==> config.mk <==
export PLATFORM = sky130hd
export DESIGN_NAME = dbcc_encoder
export DESIGN_NICKNAME = d
export VERILOG_FILES = /design/src/rtl/dbcc_pkg.sv /design/src/rtl/dbcc_trellis.sv /design/src/rtl/dbcc_circ_solver.sv /design/src/rtl/dbcc_puncture.sv /design/src/rtl/dbcc_encoder.sv
export SDC_FILE = /design/constraint.sdc
export NUM_CORES = 1
export LEC_CHECK = 0
export ABC_CLOCK_PERIOD_IN_PS = 20800
export BUFFER_PORTS_ARGS = -buffer_cell sky130_fd_sc_hd__buf_2
export CAP_MARGIN = 25
export CORE_MARGIN = 2
export CORE_UTILIZATION = 30
export DETAILED_ROUTE_END_ITERATION = 10
export GPL_TIMING_DRIVEN = 1
export SLEW_MARGIN = 20
export SYNTH_ARGS = -nofsm -noshare
export SYNTH_HDL_FRONTEND = slang
export SYNTH_HIERARCHICAL = 1
export SYNTH_SLANG_ARGS = --single-unit
export TNS_END_PERCENT = 30
==> constraint.sdc <==
create_clock -name clk -period 20.8 [get_ports clk]
set_input_delay 4.16 -clock clk [delete_from_list [all_inputs] [get_ports clk]]
set_output_delay 4.16 -clock clk [all_outputs]
set_load 0.03 [all_outputs]
==> src/rtl/dbcc_pkg.sv <==
`timescale 1ns/1ps
package dbcc_pkg;

    // State bits: [2] = s1 (first stage), [1] = s2, [0] = s3
    typedef logic [2:0] trel_t;

    typedef enum logic [1:0] {
        RATE_HALF     = 2'd0,
        RATE_TWO_3RD  = 2'd1,
        RATE_THREE_QT = 2'd2,
        RATE_ALL      = 2'd3
    } rate_e;

    localparam logic [2:0] PUNC_LAST = 3'd5;
    localparam int         ZERO_CYC  = 7;

    // One step of the trellis with both inputs at zero
    function automatic trel_t free_step(trel_t s);
        return {s[2] ^ s[0], s[2], s[1]};
    endfunction

endpackage

==> src/rtl/dbcc_trellis.sv <==
`timescale 1ns/1ps
module dbcc_trellis
    import dbcc_pkg::*;
(
    input  trel_t st_i,
    input  logic  a_i,
    input  logic  b_i,
    output trel_t nxt_o,
    output logic  par_o
);
    logic fb;

    always_comb begin
        fb    = a_i ^ b_i ^ st_i[2] ^ st_i[0];
        nxt_o = {fb, st_i[2] ^ b_i, st_i[1] ^ b_i};
        par_o = fb ^ st_i[1] ^ st_i[0];
    end
endmodule

==> src/rtl/dbcc_circ_solver.sv <==
`timescale 1ns/1ps
module dbcc_circ_solver
    import dbcc_pkg::*;
(
    input  trel_t      fin_i,
    input  logic [2:0] nmod_i,
    output trel_t      circ_o
);
    // Find C with C ^ G^n(C) == final state of the zero-start pass
    trel_t walk;

    always_comb begin
        circ_o = '0;
        walk   = '0;
        for (int c = 0; c < 8; c++) begin
            walk = c[2:0];
            for (int k = 0; k < ZERO_CYC - 1; k++) begin
                if (k < int'(nmod_i)) walk = free_step(walk);
            end
            if (nmod_i != 3'd0 && (walk ^ trel_t'(c[2:0])) == fin_i)
                circ_o = c[2:0];
        end
    end
endmodule

==> src/rtl/dbcc_puncture.sv <==
`timescale 1ns/1ps
module dbcc_puncture
    import dbcc_pkg::*;
(
    input  logic [1:0] rate_i,
    input  logic [2:0] phase_i,
    output logic       keep_o
);
    always_comb begin
        case (rate_e'(rate_i))
            RATE_TWO_3RD:  keep_o = ~phase_i[0];
            RATE_THREE_QT: keep_o = (phase_i == 3'd0) || (phase_i == 3'd3);
            default:       keep_o = 1'b1;
        endcase
    end
endmodule

==> src/rtl/dbcc_encoder.sv <==
`timescale 1ns/1ps
module dbcc_encoder
    import dbcc_pkg::*;
#(
    parameter int LEN_W = 16
) (
    input  logic             clk,
    input  logic             rst_n,
    input  logic [LEN_W-1:0] cfg_len,
    input  logic [1:0]       cfg_rate,
    input  logic             cfg_prepass,
    input  logic             in_valid,
    output logic             in_ready,
    input  logic             in_sof,
    input  logic             in_a,
    input  logic             in_b,
    output logic             out_valid,
    input  logic             out_ready,
    output logic             out_a,
    output logic             out_b,
    output logic             out_y,
    output logic             out_keep,
    output logic             circ_err
);
    typedef struct packed {
        trel_t            st;
        logic [LEN_W-1:0] cnt;
        logic [2:0]       ph;
        trel_t            circ;
        logic             err;
        logic             ov;
        logic             oa;
        logic             ob;
        logic             oy;
        logic             ok;
    } regs_t;

    regs_t            q, d;
    trel_t            cur_st, nxt_st, circ_sol;
    logic             par, keep, accept;
    logic [LEN_W-1:0] nrem, cur_cnt;
    logic [2:0]       nmod, cur_ph;

    assign nrem = cfg_len % LEN_W'(ZERO_CYC);
    assign nmod = nrem[2:0];

    dbcc_trellis u_trel (
        .st_i  (cur_st),
        .a_i   (in_a),
        .b_i   (in_b),
        .nxt_o (nxt_st),
        .par_o (par)
    );

    dbcc_circ_solver u_circ (
        .fin_i  (nxt_st),
        .nmod_i (nmod),
        .circ_o (circ_sol)
    );

    dbcc_puncture u_punc (
        .rate_i  (cfg_rate),
        .phase_i (cur_ph),
        .keep_o  (keep)
    );

    assign in_ready  = !q.ov || out_ready;
    assign out_valid = q.ov;
    assign out_a     = q.oa;
    assign out_b     = q.ob;
    assign out_y     = q.oy;
    assign out_keep  = q.ok;
    assign circ_err  = q.err;

    always_comb begin
        accept  = in_valid && in_ready;
        cur_st  = in_sof ? (cfg_prepass ? trel_t'(0) : q.circ) : q.st;
        cur_cnt = in_sof ? '0 : q.cnt;
        cur_ph  = in_sof ? 3'd0 : q.ph;
        d = q;
        if (out_ready) d.ov = 1'b0;
        if (accept) begin
            d.st  = nxt_st;
            d.cnt = cur_cnt + 1'b1;
            d.ph  = (cur_ph == PUNC_LAST) ? 3'd0 : 3'(cur_ph + 3'd1);
            if (cfg_prepass) begin
                if (cur_cnt == cfg_len - 1'b1) begin
                    d.circ = circ_sol;
                    d.err  = (nmod == 3'd0);
                end
            end else begin
                d.ov = 1'b1;
                d.oa = in_a;
                d.ob = in_b;
                d.oy = par;
                d.ok = keep;
            end
        end
    end

    always_ff @(posedge clk) begin
        if (!rst_n) q <= '0;
        else        q <= d;
    end
endmodule

==> metrics.cfg, run 1 <==
[synth]
yosysSeqAreaShare_pct = 13.6
flop_and_latch_count_out_of_synthesis = 31
synthesis.instances = 650
synthDistinctLibCells = 98
synth_warnings = 6
synth_nets = 684
postSynth.topFlopCell = dfxtp_1
ys_async_sr_fraction_pct = 0
postSynthAreaPerCell_um2 = 7.02
mappedNetlistArea_mm2 = 0.00457
synth_edf_count = 0

[timing]
min_period_over_period_pct = 57.1
finalMaxSlewViolations = 0
clock_tree_skew_after_final_layout_ns = 0.00256
maxSlewHeadroom_pct = 30.3
max_freq_ghz = 0.0841
final-hold-violation-count = 0
setup_viol = 0
max_slew.worst_pin.slew_ns = 1.03
setup_total_negative_slack_ns = 0
grt_setup_unrepaired = false
period_minus_slack_ns = 11.88

[clocking]
cts.htree.levels = 2
cts_repair_resize_count = 0
post_cts_setup_buffers = 0
cts-root-to-sink-buffers = 2
worstSkewPairLatency_ns = 0.27
cts_buffers = 5
cts-root-buf = clkbuf_16
numClockSinks = 31
cts_tree = built
cts.clk_slew.worst_paths_ns = 0.05
cts_hold_buf = 0

[status]
outcome = completed

[detailed_routing]
wl_mm = 10.9
initialDrtViolationCount = 357
vias = 4602
detail_route.drc_violations = 0
drt-pass1-iter-count = 4
remaining_antenna_violation_count = 0
wl_per_cell_um = 13.1
vias_per_cell = 5.54

[cells_and_area]
multiInputGateArea_mm2 = 0.00361
syn_to_final_growth_pct = 6.66
number_of_nets_in_the_layout = 676
drive_gt1_share_pct = 11.5
diodes = 0
flip_flop_and_latch_area_um2 = 621
stdcell_area_mm2 = 0.00487
postLayoutCoreUtil_pct = 32.4
n_fill_cell = 1606

[power]
power.ir.vdd_worst_mv = 0.0350
p_per_area_mw_per_mm2 = 70.1
power.static_leakage_nw = 1.75
total_power_mw = 0.341

[worst_setup_path]
timing.critical_path.slowest_cell_delay_ns = 0.69
slowest_stage = a2bb2oi_1
reg2reg_slack_ns = 18.08
required_ns = 20.97
worst-path-max-fanout = 21
crit_path_class = in -> reg
arrival_ns = 12.05
worstSetupEndpointType = flip-flop
startpoint_class = primary input

[floorplan]
die_w_um = 127
fp.dieH_um = 127
core_area_mm2 = 0.0150
initial_utilization_pct = 30.4
std_cell_rows = 45
top_level_ports = 33
die_area_mm2 = 0.0162

[place]
gp_congestion = 0.798
dpl.hpwl_mm = 8.01
port_buffers = 32
placed_cell_area_mm2 = 0.00473

[grt]
grt_start_max_net_pins = 38
grt_overflow = 0
number_of_global_route_vias_before_repair = 4119
all_layer_global_routing_usage_pct = 13.5
grt_antenna_before_repair = 0
grt_first_pass_wirelength_mm = 19.0

[hold_path]
hold_path.class = reg -> reg

[flow_run]
drv_cap = 0

==> flip-flops by register name, indices dropped and copies added, names as in the netlist <==
| register | count |
|---|---|
| out_keep | 1 |
| out_a | 1 |
| out_valid | 1 |
| q | 25 |
| out_b | 1 |
| circ_err | 1 |
| out_y | 1 |
==> worst paths after layout <==
check	cells past startpoint	startpoint	endpoint
setup / recovery	31	cfg_len[12]	q[6]
hold / removal	2	q[29]	q[29]
setup reg to reg	11	q[8]	q[6]
hold reg to reg	2	q[29]	q[29]
==> logic make-up (layout without fill, tap and decap cells) <==
logic type / Yosys count / in the layout / synth area share (%)
AO/OA/AOI/OAI: 198 / 198 / 32.7
buffers and inverters: 72 / 65 / 7.23
multiplexers: 12 / 12 / 2.77
XOR/XNOR: 42 / 42 / 8.22
AND/OR/NAND/NOR: 285 / 285 / 32.8
flip-flops: 31 / 31 / 13.6
adder cells (fa/ha/maj): 10 / 10 / 2.66
==> synth_stat cells, types with 4 or more instances <==
| cell type | instances | area [um^2] |
|---|---|---|
| nand2_1 | 74 | 278 |
| and2_1 | 19 | 119 |
| buf_4 | 5 | 37.5 |
| clkbuf_1 | 25 | 93.8 |
| o211a_1 | 6 | 60.1 |
| nor4_1 | 5 | 31.3 |
| nor3_1 | 19 | 95.1 |
| nor3b_1 | 4 | 30.0 |
| o31ai_1 | 4 | 30.0 |
| or3_1 | 5 | 31.3 |
| inv_1 | 21 | 78.8 |
| o21a_1 | 5 | 37.5 |
| o21ai_1 | 4 | 20.0 |
| xnor2_1 | 31 | 272 |
| nand3_1 | 15 | 75.1 |
| xor2_1 | 10 | 87.6 |
| nor4b_1 | 4 | 35.0 |
| a211oi_1 | 8 | 60.1 |
| o22ai_1 | 9 | 56.3 |
| o211ai_1 | 4 | 30.0 |
| dfxtp_1 | 31 | 621 |
| a211o_1 | 6 | 52.6 |
| a21oi_1 | 33 | 165 |
| a22oi_1 | 5 | 37.5 |
| and3_1 | 10 | 62.6 |
| mux2i_1 | 7 | 70.1 |
| nand2b_1 | 18 | 113 |
| o221ai_1 | 5 | 43.8 |
| nor2_1 | 51 | 191 |
| o21ai_0 | 36 | 180 |
| ha_1 | 8 | 100 |
| a31oi_1 | 8 | 50.1 |
| buf_2 | 14 | 70.1 |
| o2111ai_1 | 4 | 35.0 |
| a21boi_0 | 9 | 67.6 |
| nor2b_1 | 26 | 163 |
| nand4_1 | 10 | 62.6 |
==> metrics by stage <==
stage / hold WS [ns] / worst slack, ns / cells
after detailed placement: 0.461 / 8.70 / 823
after floorplan: 0.443 / 10.18 / 650
final: 0.463 / 8.92 / 831
after CTS: 0.468 / 8.98 / 831
after global placement: 0.456 / 8.78 / 823
after global routing: 0.488 / 8.13 / 831
==> cells in the final DEF (no fill, tap or decap), drive strengths merged, types with 20 or more instances in the layout <==
cell type,netlist,routed
a21oi,34,34
nor2,52,52
nor2b,26,26
inv,23,23
dfxtp,31,31
o21ai,40,40
and2,20,20
nor3,21,21
buf,23,34
xnor2,31,31
nand2,74,74
==> routing by layer <==
metal	up-vias	part of all wire, %	GRT usage, %
li1	2370	-	-
met1	2137	50	19.1
met2	85	46	21.9
met3	10	2.9	1.88
met4	0	0.97	2.91
met5	-	0	0
==> layout make-up <==
type	count	share of cell area [%]
repair buffers	34	3.60
well taps	188	4.83
clock buffers	7	2.72
flip-flops and latches	31	12.7
clock inverters	1	0.103
inverters	23	1.77
multi-input cells	547	74.2
==> power by group <==
group | leakage [nW] | internal (mW) | total (mW) | switching, mW
Combinational | 1.43 | 0.0843 | 0.211 | 0.127
Clock | 0.0679 | 0.0441 | 0.0685 | 0.0244
Sequential | 0.252 | 0.0610 | 0.0620 | 0.000974
Total | 1.75 | 0.189 | 0.341 | 0.152
==> worst max-delay path: cells and delay by family <==
kind	cells	cell delay [ns]
AO/OA/AOI/OAI	15	4.10
XOR/XNOR	2	0.80
adder cells (fa/ha/maj)	2	0.54
buffers and inverters	3	0.50
multiplexers	1	0.14
AND/OR/NAND/NOR	8	1.79
(Power assumes the default switching activity.)
==> run 2: changes to the inputs <==
- ABC_CLOCK_PERIOD_IN_PS: 20800 -> 11100
- clock period: 20.8 -> 11.1 ns (I/O delays scaled with it)
==> run 2 against run 1 <==
First-iteration DRC count up 18%. Via count down 0.20%. Critical path depth unchanged. Routed wire length up 3.1%. Core utilization up 0.37 points. Non-clock buffer count up 2. Die area unchanged. Power up 100%. Register-to-register slack worse by 9.8 ns. Sequential cell count unchanged. Sequential power up 87%. Clock power up 130%. Largest power group unchanged.
==> metrics.cfg, run 2 (synthesis results as in run 1) <==
[status]
outcome = completed  ; unchanged

[timing]
final-hold-violation-count = 0  ; unchanged
finalHoldWorstSlack_ns = 0.464  ; was 0.463 ns
finalMaxSlewViolations = 0  ; unchanged
max_slew.worst_pin.slew_ns = 0.951  ; was 1.03 ns
grt_setup_unrepaired = false  ; unchanged
setup_total_negative_slack_ns = 0  ; unchanged
min_period_over_period_pct = 88.4
maxSlewHeadroom_pct = 36.4  ; was 30.3%
clock_tree_skew_after_final_layout_ns = 0.00692  ; was 0.00256 ns
period_minus_slack_ns = 9.81
max_freq_ghz = 0.102
setup_viol = 0  ; unchanged

[power]
power.static_leakage_nw = 1.79  ; was 1.75 nW
total_power_mw = 0.682  ; was 0.341 mW
p_per_area_mw_per_mm2 = 138  ; was 70.1 mW/mm^2
power.ir.vdd_worst_mv = 0.0642  ; was 0.0350 mV

[floorplan]
die_area_mm2 = 0.0162  ; unchanged
std_cell_rows = 45  ; unchanged
die_w_um = 127  ; unchanged
top_level_ports = 33  ; unchanged
initial_utilization_pct = 30.4  ; unchanged
core_area_mm2 = 0.0150  ; unchanged
fp.dieH_um = 127  ; unchanged

[hold_path]
hold_path_end = q[29]  ; unchanged
hold_depth = 2  ; unchanged
worst_hold_startpoint = q[29]  ; unchanged
hold_path.class = reg -> reg  ; unchanged

[cells_and_area]
mostFrequentLayoutCell = nand2_1  ; unchanged
largest_register_by_flop_count = q  ; unchanged
number_of_nets_in_the_layout = 678  ; was 676
largest_reg_flops = 25  ; unchanged
diodes = 0  ; unchanged
syn_to_final_growth_pct = 7.89  ; was 6.66%
final_cell_mix = 74 x nand2_1, 51 x nor2_1, 36 x o21ai_0  ; unchanged
drive_gt1_share_pct = 11.9  ; was 11.5%
postLayoutCoreUtil_pct = 32.8  ; was 32.4%
stdcell_area_mm2 = 0.00493  ; was 0.00487 mm^2

[detailed_routing]
detail_route.drc_violations = 0  ; unchanged
vias = 4593  ; was 4,602
wl_per_cell_um = 13.5  ; was 13.1 um
wl_mm = 11.2  ; was 10.9 mm
initialDrtViolationCount = 422  ; was 357
drt-pass1-iter-count = 5  ; was 4
vias_per_cell = 5.51  ; was 5.54
remaining_antenna_violation_count = 0  ; unchanged

[grt]
all_layer_global_routing_usage_pct = 13.9  ; was 13.5%
number_of_global_route_vias_before_repair = 4197  ; was 4,119
grt_overflow = 0  ; unchanged
grt_start_max_net_pins = 38  ; unchanged
grt_antenna_before_repair = 0  ; unchanged
grt_first_pass_wirelength_mm = 19.7  ; was 19.0 mm

[worst_setup_path]
cpLargestDelayFamily = compound AO/OA/AOI/OAI gates  ; unchanged
startpoint_class = primary input  ; unchanged
worstSetupEndpointType = flip-flop  ; unchanged
slowest_stage = a2bb2oi_1  ; unchanged
worst_r2r_path_depth = 11  ; unchanged
worstSetupStartpoint = cfg_len[12]  ; unchanged
reg2reg_to = q[6]  ; unchanged
arrival_ns = 9.98  ; was 12.05 ns
worst-path-max-fanout = 21  ; unchanged
reg2reg_slack_ns = 8.27  ; was 18.08 ns
required_ns = 11.27  ; was 20.97 ns
rr_startpoint = q[30]  ; was q[8]
critical_path_buf_inv_count = 3  ; unchanged
timing.critical_path.slowest_cell_delay_ns = 0.67  ; was 0.69 ns
crit_path_class = in -> reg  ; unchanged

[place]
gp_congestion = 0.798  ; about the same
port_buffers = 32  ; unchanged
dpl.hpwl_mm = 8.05  ; was 8.01 mm
placed_cell_area_mm2 = 0.00474  ; was 0.00473 mm^2

[clocking]
worstSkewPairLatency_ns = 0.28  ; was 0.27 ns
cts-root-to-sink-buffers = 2  ; unchanged
cts_buffers = 5  ; unchanged
post_cts_setup_buffers = 0  ; unchanged
cts_tree = built  ; unchanged
cts-root-buf = clkbuf_16  ; unchanged
cts_hold_buf = 0  ; unchanged
cts.clk_slew.worst_paths_ns = 0.05  ; about the same
cts_repair_resize_count = 0  ; unchanged
cts.htree.levels = 2  ; unchanged
numClockSinks = 31  ; unchanged

[flow_run]
drv_cap = 0  ; unchanged

==> run 2: cell types whose count changed in the layout (fill, tap and decap cells not counted) <==
cell,change
clkbuf_8,+1
bufinv_16,+1
dlymetal6s2s_1,+1
clkbuf_1,-2
buf_4,+1
==> run 2: routing by layer <==
metal	vias to the layer above	GRT usage, %	share of wire, %
met5	-	0	0
met4	0	3.56	1.2
met3	12	1.55	2.9
met2	85	22.7	45
met1	2115	19.6	50
li1	2381	-	-
==> run 2: stage by stage <==
| stage | setup slack [ns] | std cells |
|---|---|---|
| 5_1_grt | 0.473 | 833 |
| 3_3_place_gp | 1.34 | 824 |
| 2_1_floorplan | 2.42 | 650 |
| 6_report | 1.29 | 833 |
| 3_5_place_dp | 1.20 | 824 |
| 4_1_cts | 1.45 | 832 |
==> run 2: worst min-delay path: cells and delay by family, from the launching register on <==
family,cells,cell delay (ns)
and+or+nand+nor,1,0.05
DFF,1,0.30
AOI/OAI and AO/OA,1,0.06
==> run 2: worst max-delay path by stage <==
stage	end	slack (ns)	depth (start not counted)
6_report	q[6]	1.29	31
5_1_grt	q[6]	0.47	31
4_1_cts	q[6]	1.45	31
3_5_place_dp	q[7]	1.20	30
3_3_place_gp	q[7]	1.34	31
2_1_floorplan	q[7]	2.42	33
==> run 2: report_power, final <==
part	total [mW]	leakage, nW	internal [mW]	switching (mW)
Sequential	0.116	0.252	0.114	0.00189
Combinational	0.407	1.45	0.163	0.243
Clock	0.159	0.0868	0.111	0.0474
==> run 2: layout make-up <==
cell class / instances / area, um^2
fill: 1595 / 10100
multi-input combinational: 547 / 3610
sequential: 31 / 621
tap: 188 / 235
timing repair buffer: 36 / 195
clock buffer: 6 / 139
inverter: 23 / 86.3
clock inverter: 2 / 35.0
==> run 3: changes to the inputs <==
- RECOVER_POWER: default -> 100
==> run 3 against run 2 <==
Global-route usage unchanged. Via count up 0.22%. Critical endpoint unchanged. Final cell count did not move. Clock power about the same. Largest power group unchanged. Count of clock-buffer cells in the layout unchanged. Hold slack gained 0.0037 ns. Critical path depth is the same. Highest routed layer unchanged.
==> metrics.cfg, run 3 (synthesis results as in run 1) <==
[grt]
grt_overflow = 0  ; unchanged
grt_first_pass_wirelength_mm = 19.7  ; unchanged
all_layer_global_routing_usage_pct = 13.9  ; unchanged
grt_start_max_net_pins = 38  ; unchanged
grt_antenna_before_repair = 0  ; unchanged
number_of_global_route_vias_before_repair = 4197  ; unchanged

[clocking]
numClockSinks = 31  ; unchanged
worstSkewPairLatency_ns = 0.28  ; about the same
cts_tree = built  ; unchanged
cts.clk_slew.worst_paths_ns = 0.05  ; about the same
cts_buffers = 5  ; unchanged
cts-root-buf = clkbuf_16  ; unchanged
cts.htree.levels = 2  ; unchanged
post_cts_setup_buffers = 0  ; unchanged
cts-root-to-sink-buffers = 2  ; unchanged
cts_repair_resize_count = 0  ; unchanged
cts_hold_buf = 0  ; unchanged

[floorplan]
die_area_mm2 = 0.0162  ; unchanged
std_cell_rows = 45  ; unchanged
initial_utilization_pct = 30.4  ; unchanged
fp.dieH_um = 127  ; unchanged
top_level_ports = 33  ; unchanged
die_w_um = 127  ; unchanged
core_area_mm2 = 0.0150  ; unchanged

[detailed_routing]
drt-pass1-iter-count = 5  ; unchanged
routed_met2_length_mm = 5.07  ; was 5.11 mm
highest_routed_metal_layer = met4  ; unchanged
met1_length_mm = 5.67  ; about the same
wl_mm = 11.2  ; about the same
vias_per_cell = 5.53  ; was 5.51
detail_route.drc_violations = 0  ; unchanged
wl_per_cell_um = 13.5  ; about the same
met3WireLength_um = 347  ; was 329 um
remaining_antenna_violation_count = 0  ; unchanged
initialDrtViolationCount = 421  ; was 422
vias = 4603  ; was 4,593

[worst_setup_path]
arrival_ns = 10.06  ; was 9.98 ns
startpoint_class = primary input  ; unchanged
worst-path-max-fanout = 21  ; unchanged
timing.critical_path.slowest_cell_delay_ns = 0.73  ; was 0.67 ns
reg2reg_slack_ns = 7.67  ; was 8.27 ns
reg2reg_to = q[6]  ; unchanged
slowest_stage = a2bb2oi_1  ; unchanged
worst_r2r_path_depth = 11  ; unchanged
rr_startpoint = q[30]  ; unchanged
worstSetupEndpointType = flip-flop  ; unchanged
required_ns = 11.26  ; was 11.27 ns
crit_path_class = in -> reg  ; unchanged

[timing]
grt_setup_unrepaired = false  ; unchanged
setup_viol = 0  ; unchanged
setup_total_negative_slack_ns = 0  ; unchanged
min_period_over_period_pct = 89.2  ; was 88.4%
final-hold-violation-count = 0  ; unchanged
period_minus_slack_ns = 9.90  ; was 9.81 ns
finalHoldWorstSlack_ns = 0.468  ; was 0.464 ns
maxSlewHeadroom_pct = 1.38  ; was 36.4%
clock_tree_skew_after_final_layout_ns = 0.00663  ; was 0.00692 ns
finalMaxSlewViolations = 0  ; unchanged
max_freq_ghz = 0.101  ; was 0.102 GHz
max_slew.worst_pin.slew_ns = 1.48  ; was 0.951 ns

[hold_path]
hold_path_end = q[29]  ; unchanged
hold_depth = 2  ; unchanged
worst_hold_startpoint = q[29]  ; unchanged
hold_path.class = reg -> reg  ; unchanged

[place]
dpl.hpwl_mm = 8.05  ; unchanged
gp_congestion = 0.798  ; unchanged
port_buffers = 32  ; unchanged

[power]
power.static_leakage_nw = 1.74  ; was 1.79 nW
power.ir.vdd_worst_mv = 0.0641  ; was 0.0642 mV
p_per_area_mw_per_mm2 = 139  ; was 138 mW/mm^2

[flow_run]
drv_cap = 0  ; unchanged

[cells_and_area]
largest_reg_flops = 25  ; unchanged
mostFrequentLayoutCell = nand2_1  ; unchanged
drive_gt1_share_pct = 10.2  ; was 11.9%
largest_register_by_flop_count = q  ; unchanged
n_fill_cell = 1603  ; was 1,595
syn_to_final_growth_pct = 7.40  ; was 7.89%
diodes = 0  ; unchanged
final_cell_mix = 74 x nand2_1, 51 x nor2_1, 36 x o21ai_0  ; unchanged
number_of_nets_in_the_layout = 678  ; unchanged

[status]
outcome = completed  ; unchanged

## run 3: power breakdown
part	internal (mW)	total (mW)	switching, mW
logic	0.162	0.405	0.243
registers	0.114	0.116	0.00193
clock network	0.111	0.159	0.0473
total	0.388	0.680	0.292
## run 3: layer usage
layer  up-vias  GRT usage [%]
li1       2385              -
met1      2119           19.6
met2        87           22.7
met3        12           1.55
met4         0           3.56
met5         -              0
## run 3: worst max path at each step
stage | start | end | slack [ns] | cells after the start
6_report | cfg_len[12] | q[6] | 1.20 | 31
5_1_grt | cfg_len[12] | q[6] | 0.36 | 31
4_1_cts | cfg_len[12] | q[6] | 1.45 | 31
3_5_place_dp | cfg_len[12] | q[7] | 1.20 | 30
3_3_place_gp | cfg_len[11] | q[7] | 1.34 | 31
2_1_floorplan | cfg_len[14] | q[7] | 2.42 | 33
## run 3: critical path: cells and delay by family
| kind | cells | cell delay [ns] |
|---|---|---|
| compound gates | 14 | 4.15 |
| mux | 1 | 0.14 |
| fa+ha+maj | 2 | 0.55 |
| simple gates | 9 | 2.08 |
| buf+inv | 3 | 0.56 |
| xor+xnor | 2 | 0.34 |
## run 3: metrics by stage
stage                     util (%)  instances  area (um^2)  setup slack [ns]  power [mW]
after floorplan                  -        650         4570              2.42       0.459
after global placement        31.5        824         4740              1.34       0.518
after detailed placement      31.5        824         4740              1.20       0.518
after CTS                     32.7        832         4910              1.45       0.681
after global routing          32.6        833         4900             0.365       0.739
final                         32.6        833         4900              1.20       0.680
## run 3: cell type report
type / count / area (um^2) / area share [%]
clock buffer: 6 / 139 / 2.83
clock inverter: 2 / 35.0 / 0.714
inverter: 23 / 86.3 / 1.76
multi-input combinational: 547 / 3610 / 73.6
sequential: 31 / 621 / 12.7
tap: 188 / 235 / 4.80
timing repair buffer: 36 / 180 / 3.67
